**config.mk**
```make
export PLATFORM = sky130hd
export DESIGN_NAME = psram_pager
export DESIGN_NICKNAME = d
export VERILOG_FILES = /design/src/rtl/psram_pager.sv
export SDC_FILE = /design/constraint.sdc
export NUM_CORES = 1
export LEC_CHECK = 0
export ABC_AREA = 1
export CAP_MARGIN = 20
export CORE_AREA = 2 2 109 101
export CTS_CLUSTER_SIZE = 24
export DETAILED_ROUTE_END_ITERATION = 12
export DIE_AREA = 0 0 111 103
export PLACE_DENSITY = 0.9
export SETUP_SLACK_MARGIN = 0.4
export SLEW_MARGIN = 0
export SYNTH_ARGS = -nofsm -noshare
export SYNTH_HDL_FRONTEND = slang
export SYNTH_SLANG_ARGS = --single-unit
```
**constraint.sdc**
```tcl
create_clock -name clk -period 4.95 [get_ports clk]
set_clock_uncertainty 0.05 [all_clocks]
set_input_delay 0.495 -clock clk [delete_from_list [all_inputs] [get_ports clk]]
set_output_delay 0.495 -clock clk [all_outputs]
set_load 0.01 [all_outputs]
```
**src/rtl/psram_pager.sv**
```systemverilog
module psram_pager #(
  parameter int AW         = 22,
  parameter int DW         = 16,
  parameter int LW         = 5,
  parameter int PAGE_WORDS = 16,
  parameter int PWR_CYC    = 15000,
  parameter int T_ACC      = 7,
  parameter int T_PAGE     = 2,
  parameter int T_WR       = 7,
  parameter int T_REC      = 20
) (
  input  logic          clk,
  input  logic          rst_n,
  input  logic          req_valid,
  output logic          req_ready,
  input  logic          req_write,
  input  logic [AW-1:0] req_addr,
  input  logic [1:0]    req_be,
  input  logic [DW-1:0] req_wdata,
  input  logic [LW-1:0] req_len,
  output logic          word_ack,
  output logic [DW-1:0] rd_data,
  output logic          init_done,
  input  logic          lp_req,
  output logic [AW-1:0] mem_addr,
  output logic          mem_ce_n,
  output logic          mem_oe_n,
  output logic          mem_we_n,
  output logic          mem_lb_n,
  output logic          mem_ub_n,
  output logic          mem_zz_n,
  output logic [DW-1:0] mem_dq_o,
  output logic          mem_dq_oe,
  input  logic [DW-1:0] mem_dq_i
);

  localparam int PB   = $clog2(PAGE_WORDS);
  localparam int TM1  = (T_ACC > T_WR) ? T_ACC : T_WR;
  localparam int TM2  = (T_REC > T_PAGE) ? T_REC : T_PAGE;
  localparam int TMAX = (TM1 > TM2) ? TM1 : TM2;
  localparam int CW   = $clog2(TMAX + 1);
  localparam int PW   = $clog2(PWR_CYC + 1);

  typedef enum logic [2:0] {ST_PWR, ST_IDLE, ST_RD, ST_GAP, ST_WR, ST_LP, ST_REC} st_t;

  st_t           st;
  logic [CW-1:0] cnt;
  logic [PW-1:0] pcnt;
  logic [LW-1:0] words_left;
  logic [1:0]    be_q;

  assign req_ready = (st == ST_IDLE) && !lp_req;

  always_ff @(posedge clk or negedge rst_n) begin
    if (!rst_n) begin
      st         <= ST_PWR;
      pcnt       <= PW'(PWR_CYC - 1);
      cnt        <= '0;
      words_left <= '0;
      be_q       <= '0;
      init_done  <= 1'b0;
      word_ack   <= 1'b0;
      rd_data    <= '0;
      mem_addr   <= '0;
      mem_ce_n   <= 1'b1;
      mem_oe_n   <= 1'b1;
      mem_we_n   <= 1'b1;
      mem_lb_n   <= 1'b1;
      mem_ub_n   <= 1'b1;
      mem_zz_n   <= 1'b1;
      mem_dq_o   <= '0;
      mem_dq_oe  <= 1'b0;
    end else begin
      word_ack <= 1'b0;
      case (st)
        ST_PWR:
          if (pcnt == '0) begin
            st        <= ST_IDLE;
            init_done <= 1'b1;
          end else pcnt <= pcnt - 1'b1;
        ST_IDLE:
          if (lp_req) begin
            st       <= ST_LP;
            mem_zz_n <= 1'b0;
          end else if (req_valid) begin
            mem_addr <= req_addr;
            be_q     <= req_be;
            mem_ce_n <= 1'b0;
            mem_lb_n <= ~req_be[0];
            mem_ub_n <= ~req_be[1];
            if (req_write) begin
              st        <= ST_WR;
              mem_we_n  <= 1'b0;
              mem_dq_o  <= req_wdata;
              mem_dq_oe <= 1'b1;
              cnt       <= CW'(T_WR - 1);
            end else begin
              st         <= ST_RD;
              mem_oe_n   <= 1'b0;
              words_left <= req_len;
              cnt        <= CW'(T_ACC - 1);
            end
          end
        ST_RD:
          if (cnt != '0) cnt <= cnt - 1'b1;
          else begin
            rd_data  <= mem_dq_i;
            word_ack <= 1'b1;
            if (words_left == '0) begin
              st       <= ST_IDLE;
              mem_ce_n <= 1'b1;
              mem_oe_n <= 1'b1;
              mem_lb_n <= 1'b1;
              mem_ub_n <= 1'b1;
            end else begin
              words_left <= words_left - 1'b1;
              mem_addr   <= mem_addr + 1'b1;
              if (&mem_addr[PB-1:0]) begin
                st       <= ST_GAP;
                mem_ce_n <= 1'b1;
                mem_oe_n <= 1'b1;
                mem_lb_n <= 1'b1;
                mem_ub_n <= 1'b1;
              end else cnt <= CW'(T_PAGE - 1);
            end
          end
        ST_GAP: begin
          st       <= ST_RD;
          mem_ce_n <= 1'b0;
          mem_oe_n <= 1'b0;
          mem_lb_n <= ~be_q[0];
          mem_ub_n <= ~be_q[1];
          cnt      <= CW'(T_ACC - 1);
        end
        ST_WR:
          if (cnt != '0) cnt <= cnt - 1'b1;
          else begin
            word_ack  <= 1'b1;
            st        <= ST_IDLE;
            mem_ce_n  <= 1'b1;
            mem_we_n  <= 1'b1;
            mem_lb_n  <= 1'b1;
            mem_ub_n  <= 1'b1;
            mem_dq_oe <= 1'b0;
          end
        ST_LP:
          if (!lp_req) begin
            st       <= ST_REC;
            mem_zz_n <= 1'b1;
            cnt      <= CW'(T_REC - 1);
          end
        ST_REC:
          if (cnt == '0) st <= ST_IDLE;
          else cnt <= cnt - 1'b1;
        default: st <= ST_IDLE;
      endcase
    end
  end

  assert_ce_hold_R1: assert property (@(posedge clk) disable iff (!rst_n)
    !init_done |-> (mem_ce_n && !req_ready));

  assert_rd_pins_R2: assert property (@(posedge clk) disable iff (!rst_n)
    !mem_oe_n |-> (!mem_ce_n && mem_we_n));

  assert_wr_pins_R3: assert property (@(posedge clk) disable iff (!rst_n)
    !mem_we_n |-> (!mem_ce_n && mem_oe_n));

  assert_drive_R3: assert property (@(posedge clk) disable iff (!rst_n)
    mem_dq_oe |-> !mem_we_n);

  assert_wr_stable_R3: assert property (@(posedge clk) disable iff (!rst_n)
    (!mem_we_n && $past(!mem_we_n)) |-> ($stable(mem_dq_o) && $stable(mem_addr)));

  assert_page_R5: assert property (@(posedge clk) disable iff (!rst_n)
    (!mem_oe_n && $past(!mem_oe_n)) |-> $stable(mem_addr[AW-1:PB]));

  assert_ack_R7: assert property (@(posedge clk) disable iff (!rst_n)
    word_ack |-> $past(!mem_ce_n));

  assert_sleep_R8: assert property (@(posedge clk) disable iff (!rst_n)
    !mem_zz_n |-> (mem_ce_n && !req_ready));

  assert_turn_R10: assert property (@(posedge clk) disable iff (!rst_n)
    $rose(mem_dq_oe) |-> $past(mem_oe_n && mem_ce_n));

endmodule

```
==> results of run 1 <==
==> synth_stat cells <==
library cell / instances / area, sq um
a21oi_1: 16 / 80.1
a21oi_2: 4 / 35.0
a21oi_4: 1 / 16.3
buf_2: 5 / 25.0
buf_4: 2 / 15.0
buf_6: 2 / 22.5
buf_8: 1 / 15.0
clkbuf_1: 4 / 15.0
clkbuf_4: 1 / 7.51
dfrtp_1: 77 / 1930
dfstp_2: 15 / 394
ha_1: 4 / 50.1
inv_1: 61 / 229
inv_2: 4 / 15.0
inv_4: 1 / 6.26
nand2_1: 272 / 1020
nand2_2: 2 / 12.5
nand2_4: 1 / 11.3
nand3_1: 32 / 160
nand3_2: 1 / 10.0
nand3b_1: 3 / 22.5
nand4_1: 7 / 43.8
nand4_2: 1 / 12.5
nor2_1: 65 / 244
nor2_2: 1 / 6.26
nor2_4: 5 / 56.3
nor3_1: 3 / 15.0
o211ai_1: 4 / 30.0
o21a_1: 1 / 7.51
o21ai_0: 41 / 205
o21ai_1: 13 / 65.1
o21ai_2: 1 / 8.76
o21bai_1: 3 / 22.5
o22ai_1: 1 / 6.26
or2_2: 5 / 31.3
xnor2_1: 8 / 70.1
xor2_1: 13 / 114
==> registers in the layout, summed over array words and instances, names as in the netlist, 2 cells and up <==
name        count
be_q            2
cnt             5
mem_addr       22
mem_dq_o       16
pcnt           14
rd_data        16
st              3
words_left      5
==> layer usage <==
layer / GRT usage [%] / vias up / wire length, um
met1: 29.4 / 2263 / 5350
met5: 0 / - / 0
met3: 4.23 / 24 / 766
li1: - / 2401 / -
met2: 36.4 / 162 / 5640
met4: 9.23 / 0 / 240
==> kinds of logic after synthesis <==
logic type / Yosys count / synth area share (%)
xor gates and xnor gates: 21 / 3.66
and+or+nand+nor: 398 / 32.7
AOI/OAI and AO/OA: 85 / 9.48
buffers and inverters: 81 / 6.97
DFF: 92 / 46.2
adders and majority gates: 4 / 0.995
==> worst max-delay path by stage <==
stage	from	to	slack (ns)	cells past startpoint
2_1_floorplan	mem_addr[0]$_DFFE_PN0P_	mem_addr[10]$_DFFE_PN0P_	3.33	7
5_1_grt	st[2]$_DFFE_PN0P_	cnt[0]$_DFFE_PN0P_	2.13	7
6_report	st[2]$_DFFE_PN0P_	cnt[0]$_DFFE_PN0P_	2.37	8
3_5_place_dp	st[2]$_DFFE_PN0P_	cnt[0]$_DFFE_PN0P_	2.40	8
4_1_cts	st[2]$_DFFE_PN0P_	cnt[0]$_DFFE_PN0P_	2.35	8
3_3_place_gp	st[2]$_DFFE_PN0P_	cnt[0]$_DFFE_PN0P_	2.49	7
==> layout by cell type (no fill, tap or decap), types with 2 or more instances in the layout <==
cell,instances
inv_6,2
xor2_1,13
clkbuf_16,9
nand3_1,32
clkinvlp_4,2
o211ai_1,4
o21bai_1,3
nor3_1,3
a21oi_1,16
ha_1,4
dfstp_2,15
nor2_4,5
inv_1,61
nor2_1,65
nand2_1,272
buf_4,2
nand2_2,2
or2_2,5
inv_2,4
bufinv_16,2
dfrtp_1,77
o21ai_0,41
clkdlybuf4s50_1,128
nand4_1,7
a21oi_2,4
xnor2_1,8
o21ai_1,13
nand3b_1,3
==> power by group <==
| part | switching (uW) | total [uW] | internal [uW] |
|---|---|---|---|
| Sequential | 281 | 1350 | 1070 |
| Combinational | 904 | 1700 | 800 |
| Clock | 294 | 739 | 445 |
==> cell type report <==
| class | count | area (sq um) | area share (%) |
|---|---|---|---|
| repair buffers | 130 | 1300 | 19.3 |
| clock buffers | 9 | 225 | 3.35 |
| flip-flops and latches | 92 | 2320 | 34.6 |
| multi-input cells | 508 | 2360 | 35.1 |
| well taps | 133 | 166 | 2.48 |
| inverters | 66 | 250 | 3.73 |
| clock inverters | 7 | 97.6 | 1.45 |
==> worst register-to-register path, stage by stage (launching register included) <==
cell and delay (ns):
dfrtp_1 0.54, inv_1 0.18, nand3_2 0.57, nor2_4 0.60
nand2_1 0.15, nand2_1 0.12, nor2_2 0.08, nand2_1 0.07
o21ai_0 0.09
==> metrics by stage <==
stage | setup WS, ns | cells | util (%) | hold WS, ns
after detailed placement | 2.40 | 929 | 61.4 | 0.408
after global placement | 2.49 | 929 | 61.4 | 0.403
after floorplan | 3.33 | 681 | - | 0.149
final | 2.37 | 945 | 64.5 | 0.134
after global routing | 2.13 | 945 | 64.5 | 0.192
after CTS | 2.35 | 945 | 64.5 | 0.148
==> results.md, run 1 <==
* Run status: complete, no violations
* Postcts setup bufs at 0
* Critical path, cell by cell: inv_1, nand3_2, nor2_4, nand2_1, nand2_1, nor2_2, nand2_1, o21ai_0
* Largest net degree at the start of global routing at 54
* Clock Sinks at 92
* P&R area growth vs syn at 33.5%
* Total number of vias at 4850
* FF-to-FF setup slack at around 2.4 ns
* Leakage power at roughly 0.0032 uW
* Grt total ovfl at 0
* Setup TNS at 0 ns
* Synth Area per Inst at 7.38 sq um
* Post-route cell area at 6710 sq um
* Gpl congestion at 0.930
* CP bufs+invs at 1
* Pwr dens at 564 nW/um^2
* Detailed Routing Iterations Pass 1 at 5
* Diode count at 0
* Final Cycle Share at 52.2%
* Worst EP arrival at 2.74 ns
* Core area at 10400 sq um
* Critical path's most frequent cell: nand2_1
* H-Tree Depth at 3
* Critical path type: reg2reg
* Synth Instances at approximately 680
* Vias per cell at 5.13
* Detailed Route Iter0 Violations at 385
* Routed Antenna Nets at 0
* Final Max Slew Viols at 0
* Synthesized area at 5030 sq um
* Die Area at ~11000 sq um
* RSZ-0062 raised after global routing: no
* Layout cells sized above 1 at 7.39%
* Synthesized net count at 751
* R2R cell count at 8
* Crit. End Element: flop
* CP Max Fanout at 32
* Final setup violation count at 0
* Routed WL at 12.0 mm
* # DRC at 0
* Max-slew headroom at 52.2%
* Starting Density at 48.3%
* Hold-fix buffers, CTS at 0
* Worst min-delay path category: in2async
* CTS root buffer: clkbuf_16
* MaxCap Viol Count at 0
* Die Ht at 103 um
* Post-synthesis register bit count at 92
* Netlist cell types at 37
* Placed Area at 6390 sq um
* I/O Pins at 130
* CTS tree: built
* Worst Max-Slew Pin Slew at between 0.7 and 0.8 ns
* Routed len/inst at around 13 um
* Clock buffer depth at 2
* R2r endpoint: cnt[0]$_DFFE_PN0P_
* Die Wd at about 110 um
* Synth warn at 0
* VDD IR max at 0.000288 V
* First-pass GRT wire length at a little over 20 mm
* CP required at about 5.1 ns
* Nets@finish at 877
* Port Buffers at 129
* Max Clk Rate at 387 MHz
* Core Rows at 36
* Clock slew at reported path FFs at 0.07 ns
* PnR Total Power at roughly 3800 uW
* Reg2reg start: st[2]$_DFFE_PN0P_
* Min Tclk post-route at 2.58 ns
* FILL cells at 881
* Clock latency on the worst-skew pair at 0.34 ns
* Overall routing resource usage at 22.2%
* # resized after CTS at 0
* Vias in the first global route at 4540
* Total CTS buffers at 9
* Max incr delay on CP at 0.59 ns
* Crit path max-delay family: simple AND/OR/NAND/NOR gates
* Initial antenna violation count at 0
* Part of the Yosys area used for sequential elements at 46.2%
* Final hold violation count at 0
* HPWL Detailed at ~9 mm
* CP max-delay cell: nor2_4
* CP Launch Type: flop
(Power assumes the default switching activity.)
==> inputs of run 2 (changes only) <==
- CORE_AREA: 2 2 109 101 -> 2 2 115 106
- DIE_AREA: 0 0 111 103 -> 0 0 117 108
- PLACE_DENSITY: 0.9 -> 0.86
- clock period: 4.95 -> 2.36 ns (I/O delays scaled with it)
==> run 2 against run 1 <==
- maximum frequency rose by 42%
- worst setup slack got worse by 1.8 ns
- worst hold slack improved by 0.25 ns
- largest power group unchanged
- clock-buffer cell count rose by 1
- clock power rose by 120%
- register-to-register slack got worse by 1.8 ns
- design area rose by 2.5%
- critical path depth rose by 1
==> results.md, run 2 (synthesis results as in run 1) <==
* Crit. End Element: flop
* Critical path's most frequent cell: nand2_1
* Max Clk Rate at between 500 and 600 MHz
* Initial antenna violation count at 0
* Leakage power at between 0.003 and 0.004 uW
* HPWL Detailed at 8.88 mm
* Worst Max-Slew Pin Slew at approximately 0.48 ns
* Vias in the first global route at 4595
* Max incr delay on CP at 0.54 ns
* Largest regs: mem_addr (22), mem_dq_o (16), rd_data (16)
* Clk pwr share at 20.4%
* CP bufs+invs at 2
* Setup TNS at 0 ns
* # DRC at 0
* Routed len/inst at about 13 um
* Min Tclk post-route at 1.82 ns
* Detailed Routing Iterations Pass 1 at 6
* I/O Pins at 130
* FF-to-FF setup slack at 0.54 ns
* Sequential power share at 34.2%
* Nets@finish at 887
* Run status: complete, no violations
* Vias per cell at 4.90
* Clock Sinks at 92
* Grt total ovfl at 0
* Die Wd at 117 um
* Switching pwr at 3130 uW
* Clock buffer depth at 2
* CTS root buffer: clkbuf_16
* Final setup violation count at 0
* Core area at 11300 sq um
* Comb pwr share at between 40% and 50%
* First-pass GRT wire length at 20.7 mm
* RSZ-0062 raised after global routing: yes
* Starting Density at 44.3%
* Crit path max-delay family: flip-flops
* Gpl congestion at between 0.9 and 1
* Max-slew headroom at roughly two thirds
* Critical path type: reg2reg
* Clock slew at reported path FFs at around 0.060 ns
* Routed WL at 12.6 mm
* Worst min-delay path category: in2reg
* Pwr dens at 1190 nW/um^2
* Routed Antenna Nets at 0
* Die Area at 12600 sq um
* Detailed Route Iter0 Violations at between 200 and 300
* MaxCap Viol Count at 0
* Total CTS buffers at 9
* Port Buffers at around 130
* Worst EP arrival at 1.98 ns
* Top reg by flops: mem_addr
* CTS tree: built
* CP max-delay cell: dfstp_2
* P&R area growth vs syn at 36.8%
* Clock latency on the worst-skew pair at 0.34 ns
* Number of flip-flops in the largest register at 22
* CP Max Fanout at 9
* Die Ht at 108 um
* Pint at about 5000 uW
* Layout cells sized above 1 at 9.00%
* FF+latch area at about 2300 sq um
* Critical path, cell by cell: inv_1, ha_1, nand2_1, nor2_1, nand2_1, nand2_1, inv_1, nand2_1, xnor2_1
* Most common cell after layout, fill and taps aside: nand2_1
* Largest net degree at the start of global routing at 93
* H-Tree Depth at 3
* Overall routing resource usage at between 20 and 25%
* Switching Fraction at 38.3%
* Final Cycle Share at 77.0%
* CP required at 2.53 ns
* Core Rows at 37
* Final hold violation count at 0
* Multi-input logic area at 2370 sq um
* Commonest non-fill, non-tap cells in the layout: nand2_1 (272), clkdlybuf4s50_1 (127), dfrtp_1 (75)
* VDD IR max at 0.000649 V
* CP Launch Type: flop
* FILL cells at 980
* Total number of vias at 4791
* PnR Total Power at 8170 uW
* Diode count at 0
* Final Max Slew Viols at 0
==> run 2: cell count changes in the layout (fill, tap and decap cells not counted), moves of 2 or more <==
cell,delta
dfrtp_2,+2
nor2_1,-2
buf_4,+7
inv_6,-2
dfrtp_1,-2
==> run 2: path summary, 6_finish.rpt <==
kind                                             to               startpoint  cells after the start
max in group asynchronous      mem_oe_n$_DFFE_PN1P_                    rst_n                      3
setup reg to reg                pcnt[5]$_DFFE_PN0P_      pcnt[0]$_DFFE_PN1P_                      9
hold / removal             mem_dq_o[10]$_DFFE_PN0P_            req_wdata[10]                      3
setup / recovery                pcnt[5]$_DFFE_PN0P_      pcnt[0]$_DFFE_PN1P_                      9
min in group asynchronous         st[1]$_DFFE_PN0P_                    rst_n                      3
hold reg to reg             mem_dq_o[3]$_DFFE_PN0P_  mem_dq_o[3]$_DFFE_PN0P_                      2
==> run 2: what timing repair did <==
action                                  CTS  global route
setup buffers                             2             0
gates resized for setup                   3             5
hold buffers                              1             0
endpoints found under the setup margin    1            21
hold endpoints to repair                 77             0
==> run 2: layer usage <==
| layer | vias up | track usage [%] | part of all wire, % | routed length [um] |
|---|---|---|---|---|
| li1 | 2406 | - | - | - |
| met1 | 2186 | 26.5 | 44 | 5570 |
| met2 | 171 | 34.1 | 47 | 5970 |
| met3 | 28 | 5.21 | 6.6 | 834 |
| met4 | 0 | 5.71 | 1.6 | 206 |
| met5 | - | 0 | 0 | 0 |
==> run 2: power groups by stage <==
stage                     combinational, uW  sequential (uW)  clock [uW]
after floorplan                        1910             2920           0
after global placement                 3520             2820           0
after CTS                              3700             2790        1710
final                                  3710             2800        1660
after detailed placement               3610             2830           0
after global routing                   4150             2880        1770
==> run 2: metrics by stage <==
step / util (%) / hold WS [ns] / area [sq um] / instances / setup WS (ns)
after detailed placement: 57.2 / 0.275 / 6480 / 959 / 0.351
after CTS: 60.5 / 0.370 / 6860 / 978 / 0.421
after global placement: 57.2 / 0.274 / 6480 / 959 / 0.415
after global routing: 60.7 / 0.398 / 6880 / 978 / 0.373
final: 60.7 / 0.380 / 6880 / 978 / 0.544
after floorplan: - / -0.110 / 5030 / 681 / 0.737
==> run 2: final cells by class <==
type	instances	share of cell area (%)
Timing Repair Buffer	140	20.2
Clock buffer	10	3.47
Tap cell	156	2.84
Multi-Input combinational cell	508	34.5
Inverter	66	3.64
Clock inverter	6	1.62
Sequential cell	92	33.8
==> run 2: worst min-delay path, cell delays in order <==
cell	delay (ns)
clkdlybuf4s50_1	0.39
nand2_1	0.06
nand2_1	0.04
